**config.mk**
```make
export PLATFORM = sky130hd
export DESIGN_NAME = e1_port_iface
export DESIGN_NICKNAME = d
export VERILOG_FILES = /design/src/rtl/e1_iface_pkg.sv /design/src/rtl/e1_iface_ctrl.sv /design/src/rtl/e1_iface_dp.sv /design/src/rtl/e1_port_iface.sv
export SDC_FILE = /design/constraint.sdc
export NUM_CORES = 1
export LEC_CHECK = 0
export ABC_AREA = 0
export CAP_MARGIN = 20
export CORE_UTILIZATION = 39
export CTS_BUF_LIST = sky130_fd_sc_hd__clkbuf_2
export DETAILED_ROUTE_END_ITERATION = 7
export HOLD_SLACK_MARGIN = 0.08
export SYNTH_ARGS = -nofsm -noshare
export SYNTH_HDL_FRONTEND = slang
export SYNTH_SLANG_ARGS = --single-unit
```
**constraint.sdc**
```tcl
create_clock -name clk -period 2.4 [get_ports clk]
set_input_delay 0.48 -clock clk [delete_from_list [all_inputs] [get_ports clk]]
set_output_delay 0.48 -clock clk [all_outputs]
set_load 0.005 [all_outputs]
```
**src/rtl/e1_iface_pkg.sv**
```systemverilog
package e1_iface_pkg;

  // Edge strobes derived from the sampled reference clock; each is high for
  // exactly one system clock cycle.
  typedef struct packed {
    logic riseTick;   // receive sampling edge
    logic fallTick;   // sync sampling edge
    logic txTick;     // edge selected for transmit updates
  } edgeStrobes_t;

endpackage

```
**src/rtl/e1_iface_ctrl.sv**
```systemverilog
module e1_iface_ctrl
  import e1_iface_pkg::*;
#(
  parameter int NUM_PORTS   = 8,
  parameter int SLOTS       = 32,
  parameter int SLOT_BITS   = 8,
  parameter int SYNC_STAGES = 2,
  localparam int FRAME_BITS = SLOTS * SLOT_BITS,
  localparam int POS_W      = $clog2(FRAME_BITS),
  localparam int BIT_W      = $clog2(SLOT_BITS)
) (
  input  logic                             clk,
  input  logic                             rstN,
  input  logic                             refClk,
  input  logic [NUM_PORTS-1:0]             syncIn,
  input  logic                             cfgSyncHigh,
  input  logic                             cfgSyncPerPort,
  input  logic                             cfgTxFalling,
  output edgeStrobes_t                     strobes,
  output logic [NUM_PORTS-1:0]             syncedVec,
  output logic [NUM_PORTS-1:0]             txActive,
  output logic [NUM_PORTS-1:0][POS_W-1:0]  rxPos,
  output logic [NUM_PORTS-1:0][BIT_W-1:0]  txBit
);

  localparam logic [POS_W-1:0] LAST_POS = POS_W'(FRAME_BITS - 1);

  logic [SYNC_STAGES-1:0]                refPipe;
  logic                                  refPrev;
  logic [SYNC_STAGES-1:0][NUM_PORTS-1:0] syncPipe;
  logic                                  refNow;
  logic [NUM_PORTS-1:0]                  syncNow;
  logic                                  riseTick;
  logic                                  fallTick;

  always_ff @(posedge clk or negedge rstN) begin
    if (!rstN) begin
      refPipe  <= '0;
      refPrev  <= 1'b0;
      syncPipe <= '0;
    end else begin
      refPipe  <= {refPipe[SYNC_STAGES-2:0], refClk};
      refPrev  <= refPipe[SYNC_STAGES-1];
      syncPipe <= {syncPipe[SYNC_STAGES-2:0], syncIn};
    end
  end

  assign refNow   = refPipe[SYNC_STAGES-1];
  assign syncNow  = syncPipe[SYNC_STAGES-1];
  assign riseTick = refNow & ~refPrev;
  assign fallTick = ~refNow & refPrev;

  assign strobes.riseTick = riseTick;
  assign strobes.fallTick = fallTick;
  assign strobes.txTick   = cfgTxFalling ? fallTick : riseTick;

  for (genvar n = 0; n < NUM_PORTS; n++) begin : gPort
    logic             lineSel;
    logic             syncHit;
    logic [POS_W-1:0] posQ;
    logic             alignedQ;

    assign lineSel = cfgSyncPerPort ? syncNow[n] : syncNow[0];
    assign syncHit = fallTick & (lineSel == cfgSyncHigh);

    always_ff @(posedge clk or negedge rstN) begin
      if (!rstN) begin
        posQ     <= '0;
        alignedQ <= 1'b0;
      end else if (syncHit) begin
        posQ     <= '0;
        alignedQ <= 1'b1;
      end else if (riseTick) begin
        posQ     <= (posQ == LAST_POS) ? '0 : posQ + 1'b1;
      end
    end

    assign syncedVec[n] = alignedQ;
    assign txActive[n]  = alignedQ | syncHit;
    assign rxPos[n]     = posQ;
    assign txBit[n]     = syncHit ? '0 : posQ[BIT_W-1:0];
  end

endmodule

```
**src/rtl/e1_iface_dp.sv**
```systemverilog
module e1_iface_dp
  import e1_iface_pkg::*;
#(
  parameter int NUM_PORTS   = 8,
  parameter int SLOTS       = 32,
  parameter int SLOT_BITS   = 8,
  parameter int SYNC_STAGES = 2,
  localparam int FRAME_BITS = SLOTS * SLOT_BITS,
  localparam int POS_W      = $clog2(FRAME_BITS),
  localparam int BIT_W      = $clog2(SLOT_BITS),
  localparam int SLOT_W     = $clog2(SLOTS),
  localparam int PORT_W     = (NUM_PORTS > 1) ? $clog2(NUM_PORTS) : 1
) (
  input  logic                             clk,
  input  logic                             rstN,
  input  edgeStrobes_t                     strobes,
  input  logic [NUM_PORTS-1:0]             syncedVec,
  input  logic [NUM_PORTS-1:0]             txActive,
  input  logic [NUM_PORTS-1:0][POS_W-1:0]  rxPos,
  input  logic [NUM_PORTS-1:0][BIT_W-1:0]  txBit,
  input  logic [NUM_PORTS-1:0]             rxData,
  input  logic                             txWrEn,
  input  logic [PORT_W-1:0]                txWrPort,
  input  logic [SLOT_BITS-1:0]             txWrOctet,
  output logic [NUM_PORTS-1:0]             txData,
  output logic                             rxValid,
  output logic [PORT_W-1:0]                rxPort,
  output logic [SLOT_W-1:0]                rxSlot,
  output logic [SLOT_BITS-1:0]             rxOctet
);

  localparam logic [BIT_W-1:0] LAST_BIT = BIT_W'(SLOT_BITS - 1);

  logic [SYNC_STAGES-1:0][NUM_PORTS-1:0]  rxPipe;
  logic [NUM_PORTS-1:0]                   rxNow;
  logic [NUM_PORTS-1:0]                   readyFlag;
  logic [NUM_PORTS-1:0][SLOT_BITS-1:0]    readyOct;
  logic [NUM_PORTS-1:0][SLOT_W-1:0]       readySlot;
  logic [NUM_PORTS-1:0]                   grant;
  logic [PORT_W-1:0]                      pickIdx;
  logic                                   pickAny;
  logic                                   unusedFall;

  assign unusedFall = strobes.fallTick;

  // Receive data follows the same synchronizer depth as the reference clock.
  always_ff @(posedge clk or negedge rstN) begin
    if (!rstN) rxPipe <= '0;
    else       rxPipe <= {rxPipe[SYNC_STAGES-2:0], rxData};
  end
  assign rxNow = rxPipe[SYNC_STAGES-1];

  for (genvar n = 0; n < NUM_PORTS; n++) begin : gLane
    logic [SLOT_BITS-1:0] rxShift;
    logic [SLOT_BITS-1:0] octDoneVal;
    logic                 octDone;
    logic                 flagQ;
    logic [SLOT_BITS-1:0] octQ;
    logic [SLOT_W-1:0]    slotQ;
    logic [SLOT_BITS-1:0] holdQ;
    logic [SLOT_BITS-1:0] txShift;
    logic                 txLine;

    assign octDoneVal = {rxShift[SLOT_BITS-2:0], rxNow[n]};
    assign octDone    = strobes.riseTick & syncedVec[n] &
                        (rxPos[n][BIT_W-1:0] == LAST_BIT);

    always_ff @(posedge clk or negedge rstN) begin
      if (!rstN) begin
        rxShift <= '0;
        flagQ   <= 1'b0;
        octQ    <= '0;
        slotQ   <= '0;
      end else begin
        if (strobes.riseTick && syncedVec[n]) rxShift <= octDoneVal;
        if (octDone) begin
          flagQ <= 1'b1;
          octQ  <= octDoneVal;
          slotQ <= rxPos[n][POS_W-1:BIT_W];
        end else if (grant[n]) begin
          flagQ <= 1'b0;
        end
      end
    end

    always_ff @(posedge clk or negedge rstN) begin
      if (!rstN) begin
        holdQ   <= '1;
        txShift <= '1;
        txLine  <= 1'b1;
      end else begin
        if (txWrEn && txWrPort == PORT_W'(n)) holdQ <= txWrOctet;
        if (strobes.txTick) begin
          if (!txActive[n]) begin
            txLine <= 1'b1;
          end else if (txBit[n] == '0) begin
            txShift <= holdQ;
            txLine  <= holdQ[SLOT_BITS-1];
          end else begin
            txLine  <= txShift[LAST_BIT - txBit[n]];
          end
        end
      end
    end

    assign readyFlag[n] = flagQ;
    assign readyOct[n]  = octQ;
    assign readySlot[n] = slotQ;
    assign txData[n]    = txLine;
  end

  // Fixed priority: the lowest pending port is served first.
  always_comb begin
    grant   = '0;
    pickIdx = '0;
    pickAny = 1'b0;
    for (int n = 0; n < NUM_PORTS; n++) begin
      if (readyFlag[n] && !pickAny) begin
        pickAny  = 1'b1;
        grant[n] = 1'b1;
        pickIdx  = PORT_W'(n);
      end
    end
  end

  always_ff @(posedge clk or negedge rstN) begin
    if (!rstN) begin
      rxValid <= 1'b0;
      rxPort  <= '0;
      rxSlot  <= '0;
      rxOctet <= '0;
    end else begin
      rxValid <= pickAny;
      if (pickAny) begin
        rxPort  <= pickIdx;
        rxSlot  <= readySlot[pickIdx];
        rxOctet <= readyOct[pickIdx];
      end
    end
  end

endmodule

```
**src/rtl/e1_port_iface.sv**
```systemverilog
module e1_port_iface
  import e1_iface_pkg::*;
#(
  parameter int NUM_PORTS   = 8,
  parameter int SLOTS       = 32,
  parameter int SLOT_BITS   = 8,
  parameter int SYNC_STAGES = 2,
  localparam int SLOT_W     = $clog2(SLOTS),
  localparam int POS_W      = $clog2(SLOTS * SLOT_BITS),
  localparam int BIT_W      = $clog2(SLOT_BITS),
  localparam int PORT_W     = (NUM_PORTS > 1) ? $clog2(NUM_PORTS) : 1
) (
  input  logic                 clk,
  input  logic                 rstN,
  input  logic                 refClk,
  input  logic [NUM_PORTS-1:0] rxData,
  input  logic [NUM_PORTS-1:0] syncIn,
  input  logic                 cfgSyncHigh,
  input  logic                 cfgSyncPerPort,
  input  logic                 cfgTxFalling,
  input  logic                 txWrEn,
  input  logic [PORT_W-1:0]    txWrPort,
  input  logic [SLOT_BITS-1:0] txWrOctet,
  output logic [NUM_PORTS-1:0] txData,
  output logic                 rxValid,
  output logic [PORT_W-1:0]    rxPort,
  output logic [SLOT_W-1:0]    rxSlot,
  output logic [SLOT_BITS-1:0] rxOctet
);

  edgeStrobes_t                     strobes;
  logic [NUM_PORTS-1:0]             syncedVec;
  logic [NUM_PORTS-1:0]             txActive;
  logic [NUM_PORTS-1:0][POS_W-1:0]  rxPos;
  logic [NUM_PORTS-1:0][BIT_W-1:0]  txBit;

  e1_iface_ctrl #(
    .NUM_PORTS(NUM_PORTS), .SLOTS(SLOTS),
    .SLOT_BITS(SLOT_BITS), .SYNC_STAGES(SYNC_STAGES)
  ) ctrl (
    .clk(clk), .rstN(rstN), .refClk(refClk), .syncIn(syncIn),
    .cfgSyncHigh(cfgSyncHigh), .cfgSyncPerPort(cfgSyncPerPort),
    .cfgTxFalling(cfgTxFalling), .strobes(strobes), .syncedVec(syncedVec),
    .txActive(txActive), .rxPos(rxPos), .txBit(txBit)
  );

  e1_iface_dp #(
    .NUM_PORTS(NUM_PORTS), .SLOTS(SLOTS),
    .SLOT_BITS(SLOT_BITS), .SYNC_STAGES(SYNC_STAGES)
  ) dp (
    .clk(clk), .rstN(rstN), .strobes(strobes), .syncedVec(syncedVec),
    .txActive(txActive), .rxPos(rxPos), .txBit(txBit), .rxData(rxData),
    .txWrEn(txWrEn), .txWrPort(txWrPort), .txWrOctet(txWrOctet),
    .txData(txData), .rxValid(rxValid), .rxPort(rxPort),
    .rxSlot(rxSlot), .rxOctet(rxOctet)
  );

endmodule

```
==> flow_summary_export.csv <==
group,metric,value,unit
run_status,outcome,"finished, final reports clean",
logic_synthesis,synthMuxAreaShare,22.90,%
critical_path,crit_fanout,2,
route,first_iter_violations,541,
critical_path,slowest_stage,"dfstp_2",
cells_and_area,seqCellArea,10670,µm²
power,power.leakage,9.401,nW
hold_path,hold_class,"reg -> reg",
logic_synthesis,synth_cell_types,63,
timing,slew_viol_final,0,
cells_and_area,final_cells,2237,
logic_synthesis,synth_compound_area_share,6.616,%
logic_synthesis,ys_seq_area_share,58.71,%
clocking,cts_buffer_depth,3,
critical_path,arrival,1.77,ns
clocking,clk_pin_slew,0.10,ns
logic_synthesis,async_reset_ff_share,100.0,%
route,wire_per_inst,17.11,µm
timing,setup_viol,0,
timing,worst_slack,0.1498,ns
clocking,cts_root_buffer,"clkbuf_2",
global_routing,gr-total-overflow,0,
route,ant_nets,0,
die,start_util,39.79,%
logic_synthesis,synth_area_leaders,"dfrtp_1 (40%), mux2_2 (20%), dfstp_2 (19%)",
placement,post-place-cells,2010,
cells_and_area,syn2layout_area_growth,15.56,%
clocking,cts_tree,"done",
critical_path,crit_type,"reg -> out",
die,ios,59,
global_routing,grt_antenna_before_repair,2,
timing,rsz0062_at_grt,"yes",
route,drc_errors,0,
cells_and_area,multiInputGateArea,7146,µm²
route,vias_per_cell,5.063,
timing,final.min_clock_period,2.250,ns
logic_synthesis,synthAdderAreaFrac,1.101,%
power,peakVddDrop,0.4068,mV
logic_synthesis,synthesis.area,18170,µm²
timing,hold_violations,0,
logic_synthesis,post-synth-top-count-cell,"mux2_2",
cells_and_area,final_core_util,45.98,%
logic_synthesis,yosys.area.top_type,"dfrtp_1",
die,rows,78,
placement,dp_hpwl,26030,µm
critical_path,critical_path_buf_inv_count,1,
die,die_h,217.9,µm
clocking,clk_latency,1.09,ns
clocking,cts.sinks,420,
route,wl,38270,µm
placement,preCtsSetupSlack,-0.1710,ns
clocking,numCtsBuffers,108,
timing,timing.final.crit_share,93.76,%
route,vias,11326,
logic_synthesis,synth_xor_xnor_area_share,1.060,%
global_routing,grt_max_degree,77,
global_routing,grt_usage,17.10,%
critical_path,cpLargestDelayFamily,"flip-flops",
global_routing,grt_pass1_wl,63930,µm
logic_synthesis,ys_ff_latch,420,
die,dieArea,47470,µm²
timing,finalClockSkew,0.09961,ns
cells_and_area,drive_above_1_share,45.07,%
global_routing,grt_pass1_vias,11702,
logic_synthesis,synth.avg_cell_area,13.50,µm²
critical_path,critical_path.endpoint_type,"output port",
die,core_region_area,45670,µm²
timing,fmax,444.4,MHz
placement,port_buffers,58,
timing,tightest_slew,0.6525,ns
critical_path,cp_cell_sequence,"buf_6",
logic_synthesis,synth_ff_type,"dfrtp_1",
cells_and_area,fillCellCount,4265,
job,maxCapViolCount,0,
placement,place_congestion,0.7897,
logic_synthesis,synthSimpleGateAreaFrac,7.628,%
critical_path,crit_path_max_incr_delay,0.59,ns
logic_synthesis,syn_inst,1346,
logic_synthesis,synth-edff-count,0,
logic_synthesis,synth_top_family_by_area,"multiplexers",
power,power_density,930.9,nW/µm²
clocking,htree_levels,3,
power,p_total,19.55,mW
logic_synthesis,synth.top_cell.area_share,40.20,%
logic_synthesis,ys_warn_count,0,
critical_path,crit_required,1.92,ns
route,drtPass1Iterations,7,
die,die_w,217.9,µm
timing,relSlewSlack,56.50,%
logic_synthesis,netlist_top_cells_count,"mux2_2 (315), dfrtp_1 (292), dfstp_2 (128)",
critical_path,worstSetupStartpointType,"flop",
logic_synthesis,synth_nets,1396,
cells_and_area,final_nets,1600,
where the power goes:
group | switching (mW) | total [mW] | internal [mW]
registers | 1.40 | 10.9 | 9.48
clock network | 2.89 | 4.69 | 1.80
logic | 1.53 | 3.99 | 2.46
total | 5.81 | 19.6 | 13.7
repair_timing:
action	in CTS	in global routing
cloned	0	0
setup buffers	8	0
hold buffers	21	0
resized for setup	46	9
endpoints found under the hold margin	415	0
setup endpoints to repair	25	9
layout by cell type (no fill, tap or decap), types with 10 or more instances in the layout:
cell type	count
a211oi_1	16
a21oi_1	36
a22o_1	11
and3_1	22
buf_12	10
buf_4	61
clkbuf_2	161
clkdlybuf4s50_1	32
clkinv_1	23
dfrtp_1	292
dfstp_2	128
dlygate4sd2_1	13
dlygate4sd3_1	20
ha_1	16
mux2_2	315
mux2i_1	42
nand2_1	86
nand3_1	22
nand4_1	11
nor2_1	64
nor3_1	11
o21ai_0	39
o22ai_1	25
o2bb2ai_1	13
xnor2_1	10
xor2_1	12
registers in the layout, summed over array words and instances (netlist names), 5 cells and up:
name                 cells
ctrl.gPort.alignedQ      8
ctrl.gPort.posQ         64
ctrl.syncNow             8
ctrl.syncPipe            8
dp.gLane.flagQ           8
dp.gLane.holdQ          64
dp.gLane.octQ           64
dp.gLane.rxShift        56
dp.gLane.slotQ          40
dp.gLane.txLine          8
dp.gLane.txShift        56
dp.rxNow                 8
dp.rxOctet               8
dp.rxPipe                8
dp.rxSlot                5
per-stage QoR:
stage | instance area [µm²] | hold WS, ns | TNS, ns
3_5_place_dp | 19780 | 0.3347 | -3.706
3_3_place_gp | 19780 | 0.3323 | -2.443
6_report | 21000 | 0.3453 | 0
2_1_floorplan | 18170 | 0.1844 | 0
5_1_grt | 21000 | 0.2209 | -0.1074
4_1_cts | 20970 | 0.2167 | 0
cell type report:
type | instances | area share, %
sequential | 420 | 50.80
clock inverter | 33 | 0.7328
antenna | 4 | 0.04766
clock buffer | 160 | 3.813
tap | 600 | 3.574
multi-input combinational | 862 | 34.02
timing repair buffer | 151 | 6.881
inverter | 7 | 0.1251
kinds of logic (layout without fill, tap and decap cells):
kind of cell,after synthesis,count (layout)
other cells,0,4
flops,420,420
simple gates,278,278
compound gates,180,180
mux,366,366
xor+xnor,22,22
fa+ha+maj,16,16
buf+inv,64,351
metal layers:
metal | vias up | track usage [%] | part of all wire (%)
li1 | 5365 | - | -
met1 | 5678 | 23.83 | 48
met2 | 222 | 26.45 | 46
met3 | 61 | 4.003 | 3.9
met4 | 0 | 5.035 | 1.7
met5 | - | 0 | 0
final timing paths:
check | from | depth (start not counted) | endpoint | slack (ns)
max | dp.gLane[6].txLine$_DFFE_PN1P_ | 1 | txData[6] | 0.15
min | ctrl.syncPipe[0]$_DFF_PN0_ | 0 | ctrl.syncNow[0]$_DFF_PN0_ | 0.35
max reg2reg | dp.gLane[2].flagQ$_DFFE_PN0P_ | 5 | dp.rxOctet[2]$_DFFE_PN0P_ | 0.31
min reg2reg | ctrl.syncPipe[0]$_DFF_PN0_ | 0 | ctrl.syncNow[0]$_DFF_PN0_ | 0.35
max in group asynchronous | rstN | 4 | dp.rxPipe[2]$_DFF_PN0_ | 1.22
min in group asynchronous | rstN | 4 | ctrl.gPort[3].posQ[5]$_DFFE_PN0P_ | 0.67
Power figures use the tool's default switching activity.
